**config.mk**
```make
export PLATFORM = sky130hd
export DESIGN_NAME = vid_index_decoder
export DESIGN_NICKNAME = d
export VERILOG_FILES = /design/src/rtl/vid_pkg.sv /design/src/rtl/vid_code_table.sv /design/src/rtl/vid_bit_window.sv /design/src/rtl/vid_index_fifo.sv /design/src/rtl/vid_index_decoder.sv
export SDC_FILE = /design/constraint.sdc
export NUM_CORES = 2
export LEC_CHECK = 0
export BUFFER_PORTS_ARGS = -buffer_cell sky130_fd_sc_hd__buf_2
export CAP_MARGIN = 20
export CORE_ASPECT_RATIO = 0.8
export CORE_MARGIN = 2
export CORE_UTILIZATION = 45
export CTS_BUF_LIST = sky130_fd_sc_hd__clkbuf_16
export CTS_CLUSTER_SIZE = 8
export DETAILED_ROUTE_END_ITERATION = 6
export MAX_ROUTING_LAYER = met4
export PLACE_DENSITY_LB_ADDON = 0.2
export SYNTH_ARGS = -nofsm -noshare
export SYNTH_HDL_FRONTEND = slang
export SYNTH_SLANG_ARGS = --single-unit
```
**constraint.sdc**
```tcl
create_clock -name clk -period 15.1 [get_ports clk]
set_clock_uncertainty 0.1 [all_clocks]
set_input_delay 3.02 -clock clk [delete_from_list [all_inputs] [get_ports clk]]
set_output_delay 3.02 -clock clk [all_outputs]
set_load 0.02 [all_outputs]
```
**src/rtl/vid_pkg.sv**
```systemverilog
package vid_pkg;
    typedef enum logic {
        SYM_WAIT   = 1'b0,
        FIELD_WAIT = 1'b1
    } dec_state_e;
endpackage

```
**src/rtl/vid_code_table.sv**
```systemverilog
module vid_code_table #(
    parameter int HMAX  = 8,
    parameter int SYM_W = 5,
    parameter int LEN_W = 4
) (
    input  logic             clk,
    input  logic             we,
    input  logic [HMAX-1:0]  waddr,
    input  logic [SYM_W-1:0] wsym,
    input  logic [LEN_W-1:0] wlen,
    input  logic [HMAX-1:0]  raddr,
    output logic [SYM_W-1:0] rsym,
    output logic [LEN_W-1:0] rlen
);
    localparam int DEPTH = 1 << HMAX;

    logic [SYM_W-1:0] sym_mem [DEPTH];
    logic [LEN_W-1:0] len_mem [DEPTH];

    always_ff @(posedge clk) begin
        if (we) begin
            sym_mem[waddr] <= wsym;
            len_mem[waddr] <= wlen;
        end
    end

    assign rsym = sym_mem[raddr];
    assign rlen = len_mem[raddr];
endmodule

```
**src/rtl/vid_bit_window.sv**
```systemverilog
module vid_bit_window #(
    parameter int IN_W  = 8,
    parameter int BUF_W = 28,
    parameter int TOP_W = 20,
    parameter int CNT_W = 5
) (
    input  logic             clk,
    input  logic             rst,
    input  logic [IN_W-1:0]  in_data,
    input  logic             in_valid,
    output logic             in_ready,
    input  logic [CNT_W-1:0] take_n,
    output logic [TOP_W-1:0] win_top,
    output logic [CNT_W-1:0] avail
);
    localparam int PAD_W = BUF_W - IN_W;

    logic [BUF_W-1:0] bits_q, bits_n, shifted, placed;
    logic [CNT_W-1:0] rem;
    logic             accept;

    assign in_ready = (avail <= CNT_W'(PAD_W));
    assign accept   = in_valid && in_ready;
    assign win_top  = bits_q[BUF_W-1 -: TOP_W];

    always_comb begin
        shifted = bits_q << take_n;
        rem     = avail - take_n;
        placed  = {in_data, {PAD_W{1'b0}}} >> rem;
        bits_n  = accept ? (shifted | placed) : shifted;
    end

    always_ff @(posedge clk) begin
        if (rst) begin
            bits_q <= '0;
            avail  <= '0;
        end else begin
            bits_q <= bits_n;
            avail  <= accept ? rem + CNT_W'(IN_W) : rem;
        end
    end
endmodule

```
**src/rtl/vid_index_fifo.sv**
```systemverilog
module vid_index_fifo #(
    parameter int K     = 16,
    parameter int IDX_W = 20,
    parameter int SEL_W = 4
) (
    input  logic             clk,
    input  logic             rst,
    input  logic             push,
    input  logic [IDX_W-1:0] push_val,
    input  logic [SEL_W-1:0] rd_sel,
    output logic [IDX_W-1:0] rd_val
);
    logic [IDX_W-1:0] ent [K];

    always_ff @(posedge clk) begin
        if (rst) begin
            for (int i = 0; i < K; i++) ent[i] <= '0;
        end else if (push) begin
            ent[0] <= push_val;
            for (int i = 1; i < K; i++) ent[i] <= ent[i-1];
        end
    end

    assign rd_val = ent[rd_sel];
endmodule

```
**src/rtl/vid_index_decoder.sv**
```systemverilog
module vid_index_decoder
    import vid_pkg::*;
#(
    parameter int K     = 16,
    parameter int HMAX  = 8,
    parameter int IDX_W = 20,
    parameter int IN_W  = 8,
    parameter int SYM_W = $clog2(K + 2),
    parameter int LEN_W = $clog2(HMAX + 1)
) (
    input  logic             clk,
    input  logic             rst,
    input  logic [IN_W-1:0]  in_data,
    input  logic             in_valid,
    output logic             in_ready,
    input  logic             tbl_we,
    input  logic [HMAX-1:0]  tbl_addr,
    input  logic [SYM_W-1:0] tbl_sym,
    input  logic [LEN_W-1:0] tbl_len,
    output logic [IDX_W-1:0] out_idx,
    output logic             out_valid,
    input  logic             out_ready
);
    localparam int TOP_W = (IDX_W > HMAX) ? IDX_W : HMAX;
    localparam int BUF_W = TOP_W + IN_W;
    localparam int CNT_W = $clog2(BUF_W + 1);
    localparam int SEL_W = $clog2(K);
    localparam int RW_W  = $clog2(IDX_W + 1);

    dec_state_e       state, state_n;
    logic [TOP_W-1:0] win_top;
    logic [CNT_W-1:0] avail, take_n;
    logic [SYM_W-1:0] t_sym;
    logic [LEN_W-1:0] t_len;
    logic [IDX_W-1:0] next_id, slot_val, field_val, emit_val, push_val;
    logic [RW_W-1:0]  field_w;
    logic             sym_ok, field_ok, slot_free, emit, push, id_inc;

    vid_code_table #(.HMAX(HMAX), .SYM_W(SYM_W), .LEN_W(LEN_W)) table_i (
        .clk(clk), .we(tbl_we), .waddr(tbl_addr), .wsym(tbl_sym), .wlen(tbl_len),
        .raddr(win_top[TOP_W-1 -: HMAX]), .rsym(t_sym), .rlen(t_len)
    );

    vid_bit_window #(.IN_W(IN_W), .BUF_W(BUF_W), .TOP_W(TOP_W), .CNT_W(CNT_W)) window_i (
        .clk(clk), .rst(rst), .in_data(in_data), .in_valid(in_valid),
        .in_ready(in_ready), .take_n(take_n), .win_top(win_top), .avail(avail)
    );

    vid_index_fifo #(.K(K), .IDX_W(IDX_W), .SEL_W(SEL_W)) fifo_i (
        .clk(clk), .rst(rst), .push(push), .push_val(push_val),
        .rd_sel(t_sym[SEL_W-1:0]), .rd_val(slot_val)
    );

    // Width of the explicit reload field: ceil(log2 g), at least 1.
    function automatic logic [RW_W-1:0] field_width(input logic [IDX_W-1:0] g);
        logic [RW_W-1:0] w;
        w = RW_W'(1);
        for (int i = 1; i < IDX_W; i++) begin
            if (32'(g) > (32'd1 << i)) w = RW_W'(i + 1);
        end
        return w;
    endfunction

    assign field_w   = field_width(next_id);
    assign field_val = win_top[TOP_W-1 -: IDX_W] >> (RW_W'(IDX_W) - field_w);
    assign sym_ok    = (t_len != '0) && (avail >= CNT_W'(t_len));
    assign field_ok  = avail >= CNT_W'(field_w);
    assign slot_free = !out_valid || out_ready;

    always_comb begin
        state_n  = state;
        take_n   = '0;
        emit     = 1'b0;
        emit_val = '0;
        push     = 1'b0;
        push_val = '0;
        id_inc   = 1'b0;
        unique case (state)
            SYM_WAIT: begin
                if (sym_ok) begin
                    if (t_sym < SYM_W'(K)) begin
                        if (slot_free) begin
                            take_n   = CNT_W'(t_len);
                            emit     = 1'b1;
                            emit_val = slot_val;
                        end
                    end else if (t_sym == SYM_W'(K)) begin
                        if (slot_free) begin
                            take_n   = CNT_W'(t_len);
                            emit     = 1'b1;
                            emit_val = next_id;
                            push     = 1'b1;
                            push_val = next_id;
                            id_inc   = 1'b1;
                        end
                    end else if (t_sym == SYM_W'(K + 1)) begin
                        take_n  = CNT_W'(t_len);
                        state_n = FIELD_WAIT;
                    end else begin
                        take_n = CNT_W'(t_len);
                    end
                end
            end
            FIELD_WAIT: begin
                if (field_ok && slot_free) begin
                    take_n   = CNT_W'(field_w);
                    emit     = 1'b1;
                    emit_val = field_val;
                    push     = 1'b1;
                    push_val = field_val;
                    state_n  = SYM_WAIT;
                end
            end
        endcase
    end

    always_ff @(posedge clk) begin
        if (rst) state <= SYM_WAIT;
        else     state <= state_n;
    end

    always_ff @(posedge clk) begin
        if (rst) begin
            out_valid <= 1'b0;
            out_idx   <= '0;
            next_id   <= '0;
        end else begin
            if (emit) begin
                out_valid <= 1'b1;
                out_idx   <= emit_val;
            end else if (out_ready) begin
                out_valid <= 1'b0;
            end
            if (id_inc) next_id <= next_id + 1'b1;
        end
    end
endmodule

```
-- After elaboration in Yosys (flattened, before gate mapping)
Memory sizes are Yosys's and may differ from the RTL's. A register that Yosys moved wholly into a read port is not among the register bits.
Index checks and enable logic that the tools add are counted.
- add/sub/neg operators: 4
- $lt $le $gt $ge: 23
- equality and inequality tests: 2
- shift operators: 3
- multiplexer cells: 80
- bitwise operators: 18
- reductions and logical operators: 7
- operators by type and width (cell ; number):
    20-bit two-way mux ; 24
    5-bit two-way mux ; 23
    20-bit one-hot mux with 2 select lines ; 2
    28-bit two-way mux ; 1
    28-bit bitwise OR ; 1
    28-bit by 5-bit left shift with 28-bit output ; 1
    28-bit by 5-bit >> shifter with 28-bit output ; 1
    1-bit two-way mux ; 22
    20-bit by 1-bit adder with 20-bit output, second input constant ; 1
    20-bit by 10-bit > comparator with 1-bit output, second input constant ; 1
    20-bit by 11-bit > comparator with 1-bit output, second input constant ; 1
    20-bit by 12-bit > comparator with 1-bit output, second input constant ; 1
    20-bit by 13-bit > comparator with 1-bit output, second input constant ; 1
    20-bit by 14-bit > comparator with 1-bit output, second input constant ; 1
    20-bit by 15-bit > comparator with 1-bit output, second input constant ; 1
    20-bit by 16-bit > comparator with 1-bit output, second input constant ; 1
    20-bit by 17-bit > comparator with 1-bit output, second input constant ; 1
    20-bit by 18-bit > comparator with 1-bit output, second input constant ; 1
    20-bit by 19-bit > comparator with 1-bit output, second input constant ; 1
    20-bit by 2-bit > comparator with 1-bit output, second input constant ; 1
    20-bit > comparator, second input constant ; 1
    20-bit by 3-bit > comparator with 1-bit output, second input constant ; 1
    20-bit by 4-bit > comparator with 1-bit output, second input constant ; 1
    20-bit by 5-bit > comparator with 1-bit output, second input constant ; 1
    other kinds (25) ; 46
- bits in registers: 75
- memory bits (writable): 2624
- input bits: 30
- logic and storage cells: 146
- memories: 3
- memories (memory ; words ; width ; rd ports ; clocked after Yosys merged registers in ; wr ports ; RTL line ; source):
    table_i.sym_mem ; 256 ; 5 ; 1 ; 1 ; 1 ; vid_code_table.sv:17 ; logic [SYM_W-1:0] sym_mem [DEPTH];
    table_i.len_mem ; 256 ; 4 ; 1 ; 1 ; 1 ; vid_code_table.sv:18 ; logic [LEN_W-1:0] len_mem [DEPTH];
    fifo_i.ent ; 16 ; 20 ; 16 ; 0 ; 16 ; vid_index_fifo.sv:13 ; logic [IDX_W-1:0] ent [K];

-- Depth between registers and ports, before layout
- depth in word-level cells: 29
- mapped depth: 36

-- Modules after synthesis
Synthesis repeated with hierarchy kept, for this count alone.
- cells, all modules: 5972
- area total of the unflattened synthesis: 111268.0 sq um
- modules (own cells, without submodules) (module ; instances ; cells an instance ; area an instance (sq um) ; seq. area each (sq um)):
    vid_code_table ; 1 ; 4201 ; 89244.3 ; 69186.4
    vid_index_fifo ; 1 ; 847 ; 14166.1 ; 9609.2
    vid_index_decoder ; 1 ; 546 ; 4451.8 ; 840.8
    vid_bit_window ; 1 ; 378 ; 3405.8 ; 660.6

-- Worst setup path before layout
Ideal clock, no wire load.
- kind: register -> register
- start: register, netlist name window_i.bits_q[20]
- end: memory fifo_i.ent[0][0] (enable)
- setup time: 701 ps
- data arrival time: 10941 ps
- setup slack: 3357 ps
- stages on the path, launching flop included: 20
- clock period less this slack: 11743 ps
- cell sequence: dfxtp_1 > buf_6 > buf_8 > buf_6 > buf_4 > mux4_2 > mux4_2 > mux2i_1 > o21ai_0 > o211ai_1 > inv_1 > ha_1 > nand2b_1 > a21o_1 > a21o_1 > a211oi_1 > or4b_4 > nor2_2 > buf_1 > or3_1
- RTL lines (what ; RTL line):
    end, declared ; vid_index_fifo.sv:13

-- Worst setup path after layout
- start: register window_i.bits_q[21]
- end: register window_i.bits_q[17]
- cells in the longest elaborated chain, start to end: 3
- ends and longest elaborated chain (what ; RTL line ; source):
    start, declared ; vid_bit_window.sv:18 ; logic [BUF_W-1:0] bits_q, bits_n, shifted, placed;
    start signal, assigned ; vid_bit_window.sv:38 ; bits_q <= bits_n;
    28-bit by 5-bit left shift with 28-bit output (*) ; vid_bit_window.sv:27 ; shifted = bits_q << take_n;
    28-bit bitwise OR ; vid_bit_window.sv:30 ; bits_n = accept ? (shifted | placed) : shifted;
    28-bit two-way mux (*) ; vid_bit_window.sv:30 ;
Mark *: on every way between the ends. The rest lies on a longest branch, timed or not.
A chain may end at the register's enable or synchronous reset.

==> flow_summary.json <==
{
  "cp_max_fo": 40,
  "cts_tree": "yes",
  "min_period_ns": 9.80,
  "cts_hold_buffers": 0,
  "p_leak_nw": 40.6,
  "crit_buf_inv": 4,
  "wirelength_microns": 301000,
  "cp_slowest_cell": "xor2_1",
  "synth_edf_count": 2624,
  "fin_tns_setup_ns": 0,
  "die_w_microns": 560,
  "htreeDepth": 5,
  "clock-sinks": 2699,
  "grt_pass1_wl_microns": 432000,
  "synth_fp_nets": 6129,
  "comb_power_share": 0.199,
  "die_area_sq_mm": 0.251,
  "multi_input_area_sq_mm": 0.0286,
  "holdWs_ns": 0.405,
  "hpwl_microns": 183000,
  "synth_area_sq_mm": 0.111,
  "grt_pass1_vias": 58275,
  "dr.pass1.iters": 6,
  "synth_largest_area_cell": "edfxtp_1",
  "synthCells": 6080,
  "synth.most_common_cell": "edfxtp_1",
  "cellPowerDensity_mw_per_mm2": 160,
  "cap_viol_max_count": 0,
  "drcViolationCount": 0,
  "area_growth_pct": 12.9,
  "slew_violations": 0,
  "cts_inserted_buffers": 379,
  "fin_area_sq_mm": 0.125,
  "timing.fmax_ghz": 0.102,
  "cp.arrival_ns": 10.49,
  "antenna_found_initial": 9,
  "relSlewSlack": 0.110,
  "syn_avg_cell_area_sq_um": 18.3,
  "worst_pin_slew_ns": 1.33,
  "yosysUniqueCellTypes": 92,
  "fin_nets": 6377,
  "yosys-top-cells-area": "edfxtp_1 (71%), mux4_2 (11%), mux2i_1 (4.6%)",
  "status": "finished clean",
  "io_buffer_count": 51,
  "postCtsSetupBuffers": 0,
  "critPathLaunchType": "flop",
  "hold_viol": 0,
  "core_sq_mm": 0.246,
  "cts_repair_resize_count": 0,
  "critPathKind": "flop to flop",
  "fill_cells": 19687,
  "grt_max_degree": 197,
  "yosysWarnings": 0,
  "die_y_microns": 448,
  "drive_gt1_frac": 0.205,
  "synth_top_area_share": 0.709,
  "drt-vias-per-instance": 6.17,
  "gp_congestion": 0.879,
  "hold_path_class": "flop to flop",
  "grt_usage": 0.244,
  "endpoint_kind": "flop",
  "period_share": 0.649,
  "synthFlopType": "edfxtp_1",
  "p_sw_frac": 0.280,
  "critPathMaxStageDelay_ns": 0.86,
  "placed_area_sq_mm": 0.115,
  "p_sw_mw": 5.61,
  "ir_worst_vdd_uv": 193,
  "power_frac_seq": 0.428,
  "rsz0062_at_grt": "false",
  "ant_nets": 0,
  "cpMostUsedCell": "a211oi_1",
  "setup_viol": 0,
  "cts_root_buf": "clkbuf_16",
  "clk_latency_ns": 0.92,
  "drt-initial-drc-count": 7960,
  "seq_area_frac_synth": 0.723,
  "num_rows": 163,
  "io_pins": 52,
  "regArea_sq_mm": 0.0803,
  "synthTopCellsByCount": "edfxtp_1 (2,624), mux4_2 (542), mux2i_1 (507)",
  "wire_per_inst_microns": 31.0,
  "ys_ff_latch": 2699,
  "cp.required_ns": 15.78,
  "p_clk_frac": 0.374,
  "critical_path.top_delay_family": "compound AO/OA/AOI/OAI gates",
  "synthArstFlopShare": 0,
  "p_int_mw": 14.5,
  "cts_buffer_depth": 4,
  "clk_pin_slew_worst_paths_ns": 0.06,
  "overflow": 0,
  "vias": 59943,
  "initial_utilization": 0.451
}
-- power groups by stage --
stage / sequential, mW / combinational [mW] / clock, mW
floorplan: 8.68 / 2.85 / 0
global route: 8.59 / 4.27 / 7.91
global placement: 8.71 / 3.93 / 0
finish: 8.58 / 3.99 / 7.50
detailed placement: 8.71 / 3.94 / 0
CTS: 8.58 / 3.95 / 7.59
-- metal layers --
layer  wire [microns]  vias to the layer above  track usage
met1           136000                    31784        0.370
met5                0                        -            -
li1                 -                    24807            -
met4             6320                        0       0.0511
met3            28300                      419       0.0512
met2           131000                     2933        0.341
-- path summary, 6_finish.rpt --
| path | startpoint | end | slack (ns) | cells past startpoint |
|---|---|---|---|---|
| max reg2reg | window_i.bits_q[21] | window_i.bits_q[17] | 5.30 | 26 |
| min | out_idx[13] | out_idx[13] | 0.40 | 2 |
| max | window_i.bits_q[21] | window_i.bits_q[17] | 5.30 | 26 |
| min reg2reg | out_idx[13] | out_idx[13] | 0.40 | 2 |
-- kinds of logic after synthesis --
kind of cell | share of synthesized area
mux | 0.161
flops | 0.723
buf+inv | 0.0209
fa+ha+maj | 0.00221
xor+xnor | 0.00213
compound gates | 0.0391
simple gates | 0.0516
-- cell type report --
| class | count | area share |
|---|---|---|
| Multi-Input combinational cell | 2968 | 0.228 |
| Sequential cell | 2699 | 0.640 |
| Antenna cell | 6 | 0.000120 |
| Timing Repair Buffer | 254 | 0.0169 |
| Clock inverter | 73 | 0.00452 |
| Clock buffer | 383 | 0.0764 |
| Inverter | 26 | 0.000798 |
| Tap cell | 3300 | 0.0329 |
-- sequential cells by signal, indices dropped and copies added (netlist names) --
name	count
table_i.sym_mem	1280
table_i.len_mem	1024
window_i.avail	5
out_valid	1
next_id	20
state	1
window_i.bits_q	28
fifo_i.ent	320
out_idx	20
-- placed cells by master, fill, tap and decap left out, types with 8 or more instances in the layout --
cell and instances:
edfxtp_1 2624, mux4_2 542, mux2i_1 507, nor2_1 383
clkbuf_16 383, nand2_1 238, a21oi_1 198, and2_1 192
buf_4 159, nor2b_1 158, a22oi_1 116, inv_1 77
nand3_1 73, dfxtp_1 69, mux2_2 55, o21ai_0 46
a211oi_1 42, buf_2 41, o22ai_1 39, nor3_1 33
buf_6 33, o211ai_1 31, a221oi_1 25, a31oi_1 20
nand2b_1 18, ha_1 18, xor2_1 14, or3_1 12
xnor2_1 12, and3_1 11, a22o_1 11, clkbuf_8 11
nand4_1 10, a21o_1 10, a32oi_1 10, a311oi_1 8
o221ai_1 8, a2111oi_0 8, buf_12 8
-- stage by stage --
| stage | std cells | util | power (mW) | worst slack, ns |
|---|---|---|---|---|
| 2_1_floorplan | 6080 | - | 11.5 | 3.36 |
| 3_3_place_gp | 9192 | 0.466 | 12.6 | 5.39 |
| 3_5_place_dp | 9214 | 0.467 | 12.7 | 5.36 |
| 4_1_cts | 9670 | 0.508 | 20.1 | 5.30 |
| 5_1_grt | 9707 | 0.510 | 20.8 | 4.80 |
| 6_report | 9709 | 0.510 | 20.1 | 5.30 |
-- worst register-to-register path: stages (launching register included) --
cell and delay [ns]:
dfxtp_4 0.49, buf_4 0.59, buf_4 0.67, nand2_1 0.74, o22ai_1 0.44, o22ai_1 0.23
a211oi_1 0.68, a32oi_1 0.44, o211ai_1 0.46, inv_1 0.09, ha_1 0.28, nand2b_1 0.15
a21o_1 0.18, a21o_1 0.17, a211oi_1 0.31, or2_2 0.19, nor2_1 0.07, o31ai_4 0.10
o21ai_4 0.09, buf_4 0.32, ha_1 0.33, fa_1 0.44, xor2_1 0.86, nand2_1 0.31
a211oi_1 0.58, a211oi_1 0.17, a211oi_1 0.22
No activity file was read; power rests on OpenSTA's default activity.
